===== src/rtl/ham_chk_pkg.sv =====
package ham_chk_pkg;

    typedef enum logic [1:0] {
        RES_CLEAN     = 2'b00,
        RES_DATA_FIX  = 2'b01,
        RES_CODE_ONLY = 2'b10,
        RES_FATAL     = 2'b11
    } ham_res_e;

    typedef enum logic {
        ST_IDLE,
        ST_REPORT
    } ham_state_e;

endpackage


===== src/rtl/ham_diff_classify.sv =====
module ham_diff_classify
    import ham_chk_pkg::*;
#(
    parameter int HALF_W       = 12,
    parameter int BIT_W        = 3,
    parameter int SECTOR_BYTES = 512
) (
    input  logic [2*HALF_W-1:0]      stored,
    input  logic [2*HALF_W-1:0]      computed,
    output ham_res_e                 res,
    output logic [HALF_W-BIT_W-1:0]  byte_idx,
    output logic [BIT_W-1:0]         bit_idx
);
    localparam int CODE_W = 2 * HALF_W;
    localparam int IDX_W  = HALF_W - BIT_W;
    localparam logic [IDX_W:0]    LIMIT    = SECTOR_BYTES[IDX_W:0];
    localparam logic [HALF_W-1:0] ALL_ONES = {HALF_W{1'b1}};

    logic [CODE_W-1:0] diff;
    logic              halves_comp;
    logic              single_bit;
    logic [IDX_W-1:0]  cand_byte;
    logic [BIT_W-1:0]  cand_bit;
    logic              in_range;

    always_comb begin
        diff        = stored ^ computed;
        halves_comp = (diff[HALF_W-1:0] ^ diff[CODE_W-1:HALF_W]) == ALL_ONES;
        single_bit  = (diff != '0) && ((diff & (diff - 1'b1)) == '0);
        cand_byte   = diff[CODE_W-1:HALF_W+BIT_W];
        cand_bit    = diff[HALF_W+BIT_W-1:HALF_W];
        in_range    = {1'b0, cand_byte} < LIMIT;
    end

    always_comb begin
        res      = RES_FATAL;
        byte_idx = '0;
        bit_idx  = '0;
        if (diff == '0) begin
            res = RES_CLEAN;
        end else if (halves_comp) begin
            if (in_range) begin
                res      = RES_DATA_FIX;
                byte_idx = cand_byte;
                bit_idx  = cand_bit;
            end else begin
                res = RES_FATAL;
            end
        end else if (single_bit) begin
            res = RES_CODE_ONLY;
        end else begin
            res = RES_FATAL;
        end
    end
endmodule


===== config.mk =====
export PLATFORM = sky130hd
export DESIGN_NAME = ham_diff_classify
export DESIGN_NICKNAME = d
export VERILOG_FILES = /design/src/rtl/ham_chk_pkg.sv /design/src/rtl/ham_diff_classify.sv
export SDC_FILE = /design/constraint.sdc
export NUM_CORES = 1
export LEC_CHECK = 0
export ABC_CLOCK_PERIOD_IN_PS = 3380
export CORE_MARGIN = 2
export CORE_UTILIZATION = 37
export DETAILED_ROUTE_END_ITERATION = 12
export PLACE_DENSITY_LB_ADDON = 0.05
export SYNTH_ARGS = -nofsm -noshare
export SYNTH_HDL_FRONTEND = slang
export SYNTH_SLANG_ARGS = --single-unit

===== constraint.sdc =====
create_clock -name vclk -period 3.38
set_input_delay 0.338 -clock vclk [all_inputs]
set_output_delay 0.338 -clock vclk [all_outputs]
set_load 0.05 [all_outputs]

==> summary.txt, run 1 <==
Run status
  • Outcome: finished, final reports clean

Logic synthesis
  • Synth warnings: 0
  • Post-synth top area cell: xnor2_1
  • Synthesized cell area: 737 um^2
  • Synth top area share: 0.392
  • Register area share after synthesis: 0
  • Syn Nets: 151
  • Distinct cell type count after synthesis: 29
  • Synth top area cells: xnor2_1 (39%), xor2_1 (9.5%), nor2_1 (8.1%)
  • Mapped Cells: 103
  • Synth Area per Inst: 7.15 um^2

Finish
  • Share of cells above drive strength 1: 0.133
  • Area growth, synth to finish: 107%
  • Sequential cell area: 0 um^2
  • Final nets: 215
  • Seq cells: 0
  • Commonest non-fill, non-tap cell in the layout: clkdlybuf4s50_1
  • # diodes: 0
  • CLK BUF: 0
  • Final std cells w/o fill: 192
  • Most frequent cells in the layout: clkdlybuf4s50_1 (48), xnor2_1 (33), nor2_1 (16), buf_12 (13), xor2_1 (8)
  • Final core utilization: 0.792

Routing
  • Post-route ant nets: 0
  • Wire per inst: 12.9 um
  • DRC errors left: 0
  • DR pass1 iterations: 4
  • Drt total wl: 2480 um
  • Vias: 980
  • Initial DRC Count: 7
  • Via density: 5.10

Critical path
  • Worst Setup End Kind: primary output
  • Arrival time worst endpoint: 2.66 ns
  • Worst EP required: 3.04 ns
  • Critical Path Fanout Max: 4
  • Crit Path Class: in -> out
  • Startpoint types: primary input

Power
  • Combinational power share: 1.000
  • Pwr Total: 0.000185 W
  • Sequential share of power: 0
  • Peak VDD IR: 83.4 uV
  • Net Switching: 0.0000824 W
  • PwrDens: 122 mW/mm^2
  • Clock Power Share: 0
  • Leakage power: 0.529 nW
  • Switching part of the total power: 0.445
  • Internal Power: 0.000103 W

Floorplan
  • Initial core utilization: 0.383
  • Core Region: 0.00192 mm^2
  • Die Y: 48.6 um
  • Die W: 48.6 um
  • Area of the die: 0.00236 mm^2
  • Site Rows: 16
  • Top-Level Pins: 62

Min path
  • Worst Hold Path EP: byte_idx[2]
  • Hold Crit Class: in -> out
  • Hold Path Cell Cnt: 4
  • Worst Min Path Start: stored[17]

Timing
  • Final Cycle Share: 0.887
  • Least-Margin Pin Slew: 0.521 ns
  • Final Hold Vio Count: 0
  • Achievable Freq: 0.334 GHz
  • Fin Setup TNS: 0 ns
  • Count of pins over their slew limit: 0
  • RSZ-0062 raised after global routing: false
  • Slew margin rel.: 0.650
  • Final min period: 3.00 ns
  • Finish-stage setup viols: 0

GRT
  • Global-route total usage across every layer: 0.225
  • Initial antenna violation count: 0
  • Largest net degree at the start of global routing: 9
  • Grt ovf: 0
  • Vias in the first global route: 1039
  • First-pass GRT wire length: 4490 um

Placement
  • Placed Cells incl. Taps: 192
  • Placer Congestion: 0.813
  • Port Buffers: 62
  • DP HPWL: 2200 um

Clock tree
  • Post-CTS Resized: 0
  • Post-CTS setup repair buffer count: 0
  • Cts hold-fix bufs: 0

Run
  • Max-cap violation count: 0
## worst max path at each step
stage / from / to / slack, ns / cells after the start
6_report: computed[1] / res[0] / 0.38 / 9
5_1_grt: computed[10] / res[1] / 0.25 / 9
4_1_cts: stored[17] / byte_idx[7] / 0.38 / 8
3_5_place_dp: stored[17] / byte_idx[7] / 0.40 / 8
3_3_place_gp: computed[1] / res[0] / 0.54 / 9
2_1_floorplan: computed[4] / res[1] / 0.81 / 7
## area by class of cell
class	instances	area, um^2
repair buffers	63	756
multi-input cells	102	733
fillers	139	399
well taps	27	33.8
## metal layers
metal	part of all wire	up-vias	GRT usage
met5	0	-	0
li1	-	486	-
met4	0.0085	0	0.0238
met3	0.076	2	0.0370
met1	0.39	446	0.253
met2	0.53	46	0.447
## cells in the mapped netlist (all sizes together)
cell,instances
xnor2,33
a21boi,1
a21oi,5
xor2,8
a2111oi,1
clkbuf,1
o22ai,1
a31oi,1
and4,1
a41oi,1
o21ai,2
nand3,4
nor3b,1
or3,1
o21a,1
and3,4
nand2,7
nand4,2
o211ai,1
nor3,1
maj3,4
or4b,1
nor2,17
nor4,4
## power groups by stage
stage	Sequential [W]	Combinational (W)	Clock [W]
2_1_floorplan	0	0.000102	0
3_3_place_gp	0	0.000179	0
3_5_place_dp	0	0.000184	0
4_1_cts	0	0.000185	0
5_1_grt	0	0.000201	0
6_report	0	0.000185	0
## through the flow
stage               worst slack [ns]  hold WS (ns)  area [um^2]
floorplan                      0.805         0.985          737
global placement               0.536          1.54         1520
detailed placement             0.405          1.53         1520
CTS                            0.378          1.55         1520
global route                   0.254          1.61         1520
finish                         0.382          1.55         1520
## cell families after synthesis
family,count (synthesis),synth area share
AND/OR/NAND/NOR,43,0.328
adder cells (fa/ha/maj),4,0.0560
XOR/XNOR,41,0.487
AO/OA/AOI/OAI,14,0.124
buffers and inverters,1,0.00509
## worst max-delay path, stage by stage
cell and delay [ns]:
clkdlybuf4s50_1 0.41, xnor2_1 0.39, nand3_1 0.30, nor4_4 0.38, a41oi_1 0.17, nor3b_2 0.22, maj3_2 0.23, a21oi_2 0.07
buf_12 0.15
(Power assumes the default switching activity.)
==> run 2, diff against run 1 <==
--- a/config.mk
+++ b/config.mk
@@ -9,7 +9,8 @@
 export CORE_MARGIN = 2
 export CORE_UTILIZATION = 37
 export DETAILED_ROUTE_END_ITERATION = 12
-export PLACE_DENSITY_LB_ADDON = 0.05
+export PLACE_DENSITY = 0.88
+export SLEW_MARGIN = 25
 export SYNTH_ARGS = -nofsm -noshare
 export SYNTH_HDL_FRONTEND = slang
 export SYNTH_SLANG_ARGS = --single-unit
==> run 2 against run 1 <==
Die area is the same. Flip-flop and latch count is the same. Combinational power grew 2%. Sequential share of layout area is the same. Via count grew 4.9%. Global-route usage grew 1.2 points. Fmax shrank 5.5%. Design area is the same. Wire length grew 13%. Count of clock-buffer cells in the layout is the same. Largest cell class unchanged.
==> summary.txt, run 2 (same netlist as run 1, synthesis figures left out) <==
Floorplan
  • Die W: 48.6 um (unchanged)
  • Initial core utilization: 0.383 (unchanged)
  • Core Region: 0.00192 mm^2 (unchanged)
  • Area of the die: 0.00236 mm^2 (unchanged)
  • Site Rows: 16 (unchanged)
  • Top-Level Pins: 62 (unchanged)
  • Die Y: 48.6 um (unchanged)

Critical path
  • Critical Path Fanout Max: 8 (was 4)
  • Worst Setup End Kind: primary output (unchanged)
  • Crit Path Class: in -> out (unchanged)
  • Worst path max stage delay: 0.52 ns (was 0.41 ns)
  • Critical Path Start: computed[16] (was computed[1])
  • Arrival time worst endpoint: 2.84 ns (was 2.66 ns)
  • Startpoint types: primary input (unchanged)
  • Crit path cell chain: clkdlybuf4s50_1 -> xor2_1 -> xnor2_1 -> nor4_1 -> nand3_1 -> buf_4 -> nor2_1 -> buf_12 (was clkdlybuf4s50_1 -> xnor2_1 -> nand3_1 -> nor4_4 -> a41oi_1 -> nor3b_2 -> maj3_2 -> a21oi_2 -> buf_12)
  • Worst EP required: 3.04 ns (about the same)
  • Slowest cell on crit path: clkdlybuf4s50_1 (unchanged)

Power
  • Pwr Total: 0.000189 W (was 0.000185 W)
  • Leakage power: 0.529 nW (unchanged)
  • Peak VDD IR: 85.5 uV (was 83.4 uV)
  • PwrDens: 124 mW/mm^2 (was 122 mW/mm^2)

Timing
  • Achievable Freq: 0.315 GHz (was 0.334 GHz)
  • Slew margin rel.: 0.611 (was 0.650)
  • Final min period: 3.17 ns (was 3.00 ns)
  • Final Hold Vio Count: 0 (unchanged)
  • Least-Margin Pin Slew: 0.569 ns (was 0.521 ns)
  • Finish-stage setup viols: 0 (unchanged)
  • Fin Setup TNS: 0 ns (unchanged)
  • Count of pins over their slew limit: 0 (unchanged)
  • RSZ-0062 raised after global routing: false (unchanged)
  • Final Cycle Share: 0.939 (was 0.887)

Routing
  • DR pass1 iterations: 5 (was 4)
  • Initial DRC Count: 24 (was 7)
  • Wire per inst: 14.5 um (was 12.9 um)
  • Vias: 1028 (was 980)
  • DRC errors left: 0 (unchanged)
  • Via density: 5.35 (was 5.10)
  • Drt total wl: 2790 um (was 2480 um)
  • Post-route ant nets: 0 (unchanged)

Finish
  • Sequential cell area: 0 um^2 (unchanged)
  • # diodes: 0 (unchanged)
  • Commonest non-fill, non-tap cell in the layout: clkdlybuf4s50_1 (unchanged)
  • Area growth, synth to finish: 107% (unchanged)
  • Most frequent cells in the layout: clkdlybuf4s50_1 (48), xnor2_1 (33), nor2_1 (16), buf_12 (13), xor2_1 (8) (unchanged)
  • Share of cells above drive strength 1: 0.133 (unchanged)
  • Seq cells: 0 (unchanged)
  • CLK BUF: 0 (unchanged)
  • Final nets: 215 (unchanged)
  • Area of the multi-input gates: 733 um^2 (unchanged)
  • FILL cells: 134 (was 139)

Run status
  • Outcome: finished, final reports clean (unchanged)

GRT
  • First-pass GRT wire length: 4620 um (was 4490 um)
  • Global-route total usage across every layer: 0.237 (was 0.225)
  • Vias in the first global route: 1008 (was 1039)
  • Grt ovf: 0 (unchanged)
  • Initial antenna violation count: 0 (unchanged)
  • Largest net degree at the start of global routing: 9 (unchanged)

Clock tree
  • Cts hold-fix bufs: 0 (unchanged)
  • Post-CTS setup repair buffer count: 0 (unchanged)
  • Post-CTS Resized: 0 (unchanged)

Placement
  • DP HPWL: 2450 um (was 2200 um)
  • Port Buffers: 62 (unchanged)
  • Placer Congestion: 0.807 (was 0.813)

Run
  • Max-cap violation count: 0 (unchanged)

Min path
  • Hold Crit Class: in -> out (unchanged)
  • Worst Min Path Start: computed[17] (was stored[17])
-- run 2: cell counts in the layout (fill, tap and decap cells not counted) --
Identical to the previous run, type by type.
-- run 2: area by class of cell --
class | count | share of cell area
repair buffers | 63 | 0.496
multi-input cells | 102 | 0.482
well taps | 27 | 0.0222
-- run 2: worst paths after layout --
path           to  slack (ns)  cells after the start
min   byte_idx[2]        1.58                      4
max    bit_idx[1]        0.21                      8
-- run 2: critical path, delay by kind of cell --
family / cells / cell delay [ns]
buf+inv: 3 / 0.99
xor+xnor: 2 / 0.43
simple gates: 3 / 1.09
-- run 2: stage by stage --
step	utilization	hold slack, ns	instances	setup slack [ns]	cell area (um^2)
after floorplan	-	0.985	103	0.805	737
after detailed placement	0.792	1.56	192	0.323	1520
after CTS	0.792	1.57	192	0.311	1520
after global placement	0.792	1.56	192	0.483	1520
after global routing	0.792	1.60	192	0.0874	1520
final	0.792	1.58	192	0.207	1520
-- run 2: power by group --
part	internal (W)	switching, W
logic	0.000103	0.0000860
registers	0	0
clock network	0	0
total	0.000103	0.0000860
-- run 2: metal layers --
| layer | global-route usage | routed length (um) | up-vias |
|---|---|---|---|
| met5 | 0 | 0 | - |
| met4 | 0.0476 | 70 | 0 |
| met3 | 0.0309 | 190 | 10 |
| met2 | 0.484 | 1490 | 62 |
| met1 | 0.253 | 1040 | 466 |
| li1 | - | - | 490 |
==> run 3, diff against run 2 <==
--- a/config.mk
+++ b/config.mk
@@ -5,11 +5,13 @@
 export SDC_FILE = /design/constraint.sdc
 export NUM_CORES = 1
 export LEC_CHECK = 0
-export ABC_CLOCK_PERIOD_IN_PS = 3380
+export ABC_CLOCK_PERIOD_IN_PS = 3690
+export CELL_PAD_IN_SITES_DETAIL_PLACEMENT = 2
+export CELL_PAD_IN_SITES_GLOBAL_PLACEMENT = 2
 export CORE_MARGIN = 2
-export CORE_UTILIZATION = 37
+export CORE_UTILIZATION = 17
 export DETAILED_ROUTE_END_ITERATION = 12
-export PLACE_DENSITY = 0.88
+export PLACE_DENSITY = 0.86
 export SLEW_MARGIN = 25
 export SYNTH_ARGS = -nofsm -noshare
 export SYNTH_HDL_FRONTEND = slang
==> constraint.sdc (replaced) <==
create_clock -name vclk -period 3.69
set_input_delay 0.369 -clock vclk [all_inputs]
set_output_delay 0.369 -clock vclk [all_outputs]
set_load 0.05 [all_outputs]
==> run 3 against run 2 <==
Die area is 110% higher. Setup slack better by 0.064 ns. Non-clock buffer count is 7 higher. Largest power group unchanged. Critical endpoint is now res[1]. Sequential share of layout area stayed put. Wire length is 15% higher. First-iteration DRC count is 54% lower. Flip-flop and latch count stayed put.
==> summary.txt, run 3 (same netlist as run 1, synthesis figures left out) <==
Power
  • Switching part of the total power: 0.437 (was 0.455)
  • Combinational power share: 1.000 (about the same)
  • Peak VDD IR: 40.0 uV (was 85.5 uV)
  • Leakage power: 0.531 nW (was 0.529 nW)
  • Internal Power: 0.000104 W (was 0.000103 W)
  • Net Switching: 0.0000806 W (was 0.0000860 W)
  • Pwr Total: 0.000184 W (was 0.000189 W)
  • PwrDens: 127 mW/mm^2 (was 124 mW/mm^2)
  • Clock Power Share: 0 (about the same)
  • Sequential share of power: 0 (about the same)

Run
  • Max-cap violation count: 0 (unchanged)

GRT
  • Global-route total usage across every layer: 0.134 (was 0.237)
  • Vias in the first global route: 1184 (was 1008)
  • Largest net degree at the start of global routing: 14 (was 9)
  • Grt ovf: 0 (unchanged)
  • First-pass GRT wire length: 5530 um (was 4620 um)
  • Initial antenna violation count: 0 (unchanged)

Placement
  • Placed Cells incl. Taps: 222 (was 192)
  • Port Buffers: 62 (unchanged)
  • Placer Congestion: 0.830 (was 0.807)
  • DP HPWL: 3010 um (was 2450 um)

Finish
  • Area growth, synth to finish: 97.6% (was 107%)
  • Commonest non-fill, non-tap cell in the layout: clkdlybuf4s50_1 (unchanged)
  • Final nets: 222 (was 215)
  • CLK BUF: 0 (unchanged)
  • Share of cells above drive strength 1: 0.163 (was 0.133)
  • # diodes: 0 (unchanged)
  • Most frequent cells in the layout: clkdlybuf4s50_1 (49), xnor2_1 (33), buf_4 (20), nor2_1 (16), xor2_1 (8) (was clkdlybuf4s50_1 (48), xnor2_1 (33), nor2_1 (16), buf_12 (13), xor2_1 (8))
  • Final std cells w/o fill: 222 (was 192)
  • Seq cells: 0 (unchanged)
  • Sequential cell area: 0 um^2 (unchanged)

Critical path
  • Critical Path Fanout Max: 4 (was 8)
  • Startpoint types: primary input (unchanged)
  • Worst EP required: 3.32 ns (was 3.04 ns)
  • Arrival time worst endpoint: 3.05 ns (was 2.84 ns)
  • Crit Path Class: in -> out (unchanged)
  • Worst Setup End Kind: primary output (unchanged)

Routing
  • Drt total wl: 3220 um (was 2790 um)
  • Initial DRC Count: 11 (was 24)
  • DRC errors left: 0 (unchanged)
  • Vias: 1025 (was 1028)
  • Via density: 4.62 (was 5.35)
  • Post-route ant nets: 0 (unchanged)
  • Wire per inst: 14.5 um (about the same)
  • DR pass1 iterations: 4 (was 5)

Timing
  • Achievable Freq: 0.292 GHz
  • Final min period: 3.42 ns
  • Least-Margin Pin Slew: 0.551 ns (was 0.569 ns)
  • Hold_ws: 1.66 ns (was 1.58 ns)
  • Count of pins over their slew limit: 0 (unchanged)
  • Finish-stage setup viols: 0 (unchanged)
  • Final Cycle Share: 0.927
  • RSZ-0062 raised after global routing: false (unchanged)
  • Fin Setup TNS: 0 ns (unchanged)
  • Final Hold Vio Count: 0 (unchanged)
  • Slew margin rel.: 0.630 (was 0.611)

Floorplan
  • Area of the die: 0.00488 mm^2 (was 0.00236 mm^2)
  • Core Region: 0.00409 mm^2 (was 0.00192 mm^2)
  • Initial core utilization: 0.180 (was 0.383)
  • Die W: 69.8 um (was 48.6 um)
  • Site Rows: 23 (was 16)
  • Die Y: 69.8 um (was 48.6 um)
  • Top-Level Pins: 62 (unchanged)

Clock tree
  • Cts hold-fix bufs: 0 (unchanged)
  • Post-CTS Resized: 0 (unchanged)
  • Post-CTS setup repair buffer count: 0 (unchanged)

Run status
  • Outcome: finished, final reports clean (unchanged)

Min path
  • Hold Crit Class: in -> out (unchanged)
  • Hold Path Cell Cnt: 4 (unchanged)
run 3: cell type report:
class                      count  area (um^2)
multi-input combinational    102          733
tap                           50         62.6
timing repair buffer          70          661
fill                         490         2630
run 3: critical path, stage by stage:
cell,delay [ns]
clkdlybuf4s50_1,0.41
xor2_1,0.21
or3_4,0.45
nor4_4,0.33
nand2_1,0.08
nor2_1,0.16
and3_1,0.21
a21boi_0,0.10
clkdlybuf4s50_1,0.73
run 3: per-layer routing:
layer / track usage / part of all wire / vias up
met5: 0 / 0 / -
met4: 0 / 0 / 0
met3: 0.0116 / 0.053 / 0
met2: 0.275 / 0.55 / 38
met1: 0.157 / 0.39 / 485
li1: - / - / 502
run 3: worst paths after layout:
check	startpoint	endpoint	slack (ns)
setup / recovery	computed[3]	res[1]	0.27
hold / removal	computed[17]	byte_idx[2]	1.66
run 3: power groups by stage:
stage               Combinational, W  Clock [W]  Sequential (W)
global route                0.000204          0               0
global placement            0.000181          0               0
CTS                         0.000188          0               0
finish                      0.000184          0               0
floorplan                  0.0000937          0               0
detailed placement          0.000187          0               0
run 3: stage by stage:
step	util	worst slack, ns	area, um^2
2_1_floorplan	-	1.05	737
3_3_place_gp	0.356	0.344	1460
3_5_place_dp	0.356	0.268	1460
4_1_cts	0.356	0.267	1460
5_1_grt	0.356	0.113	1460
6_report	0.356	0.271	1460
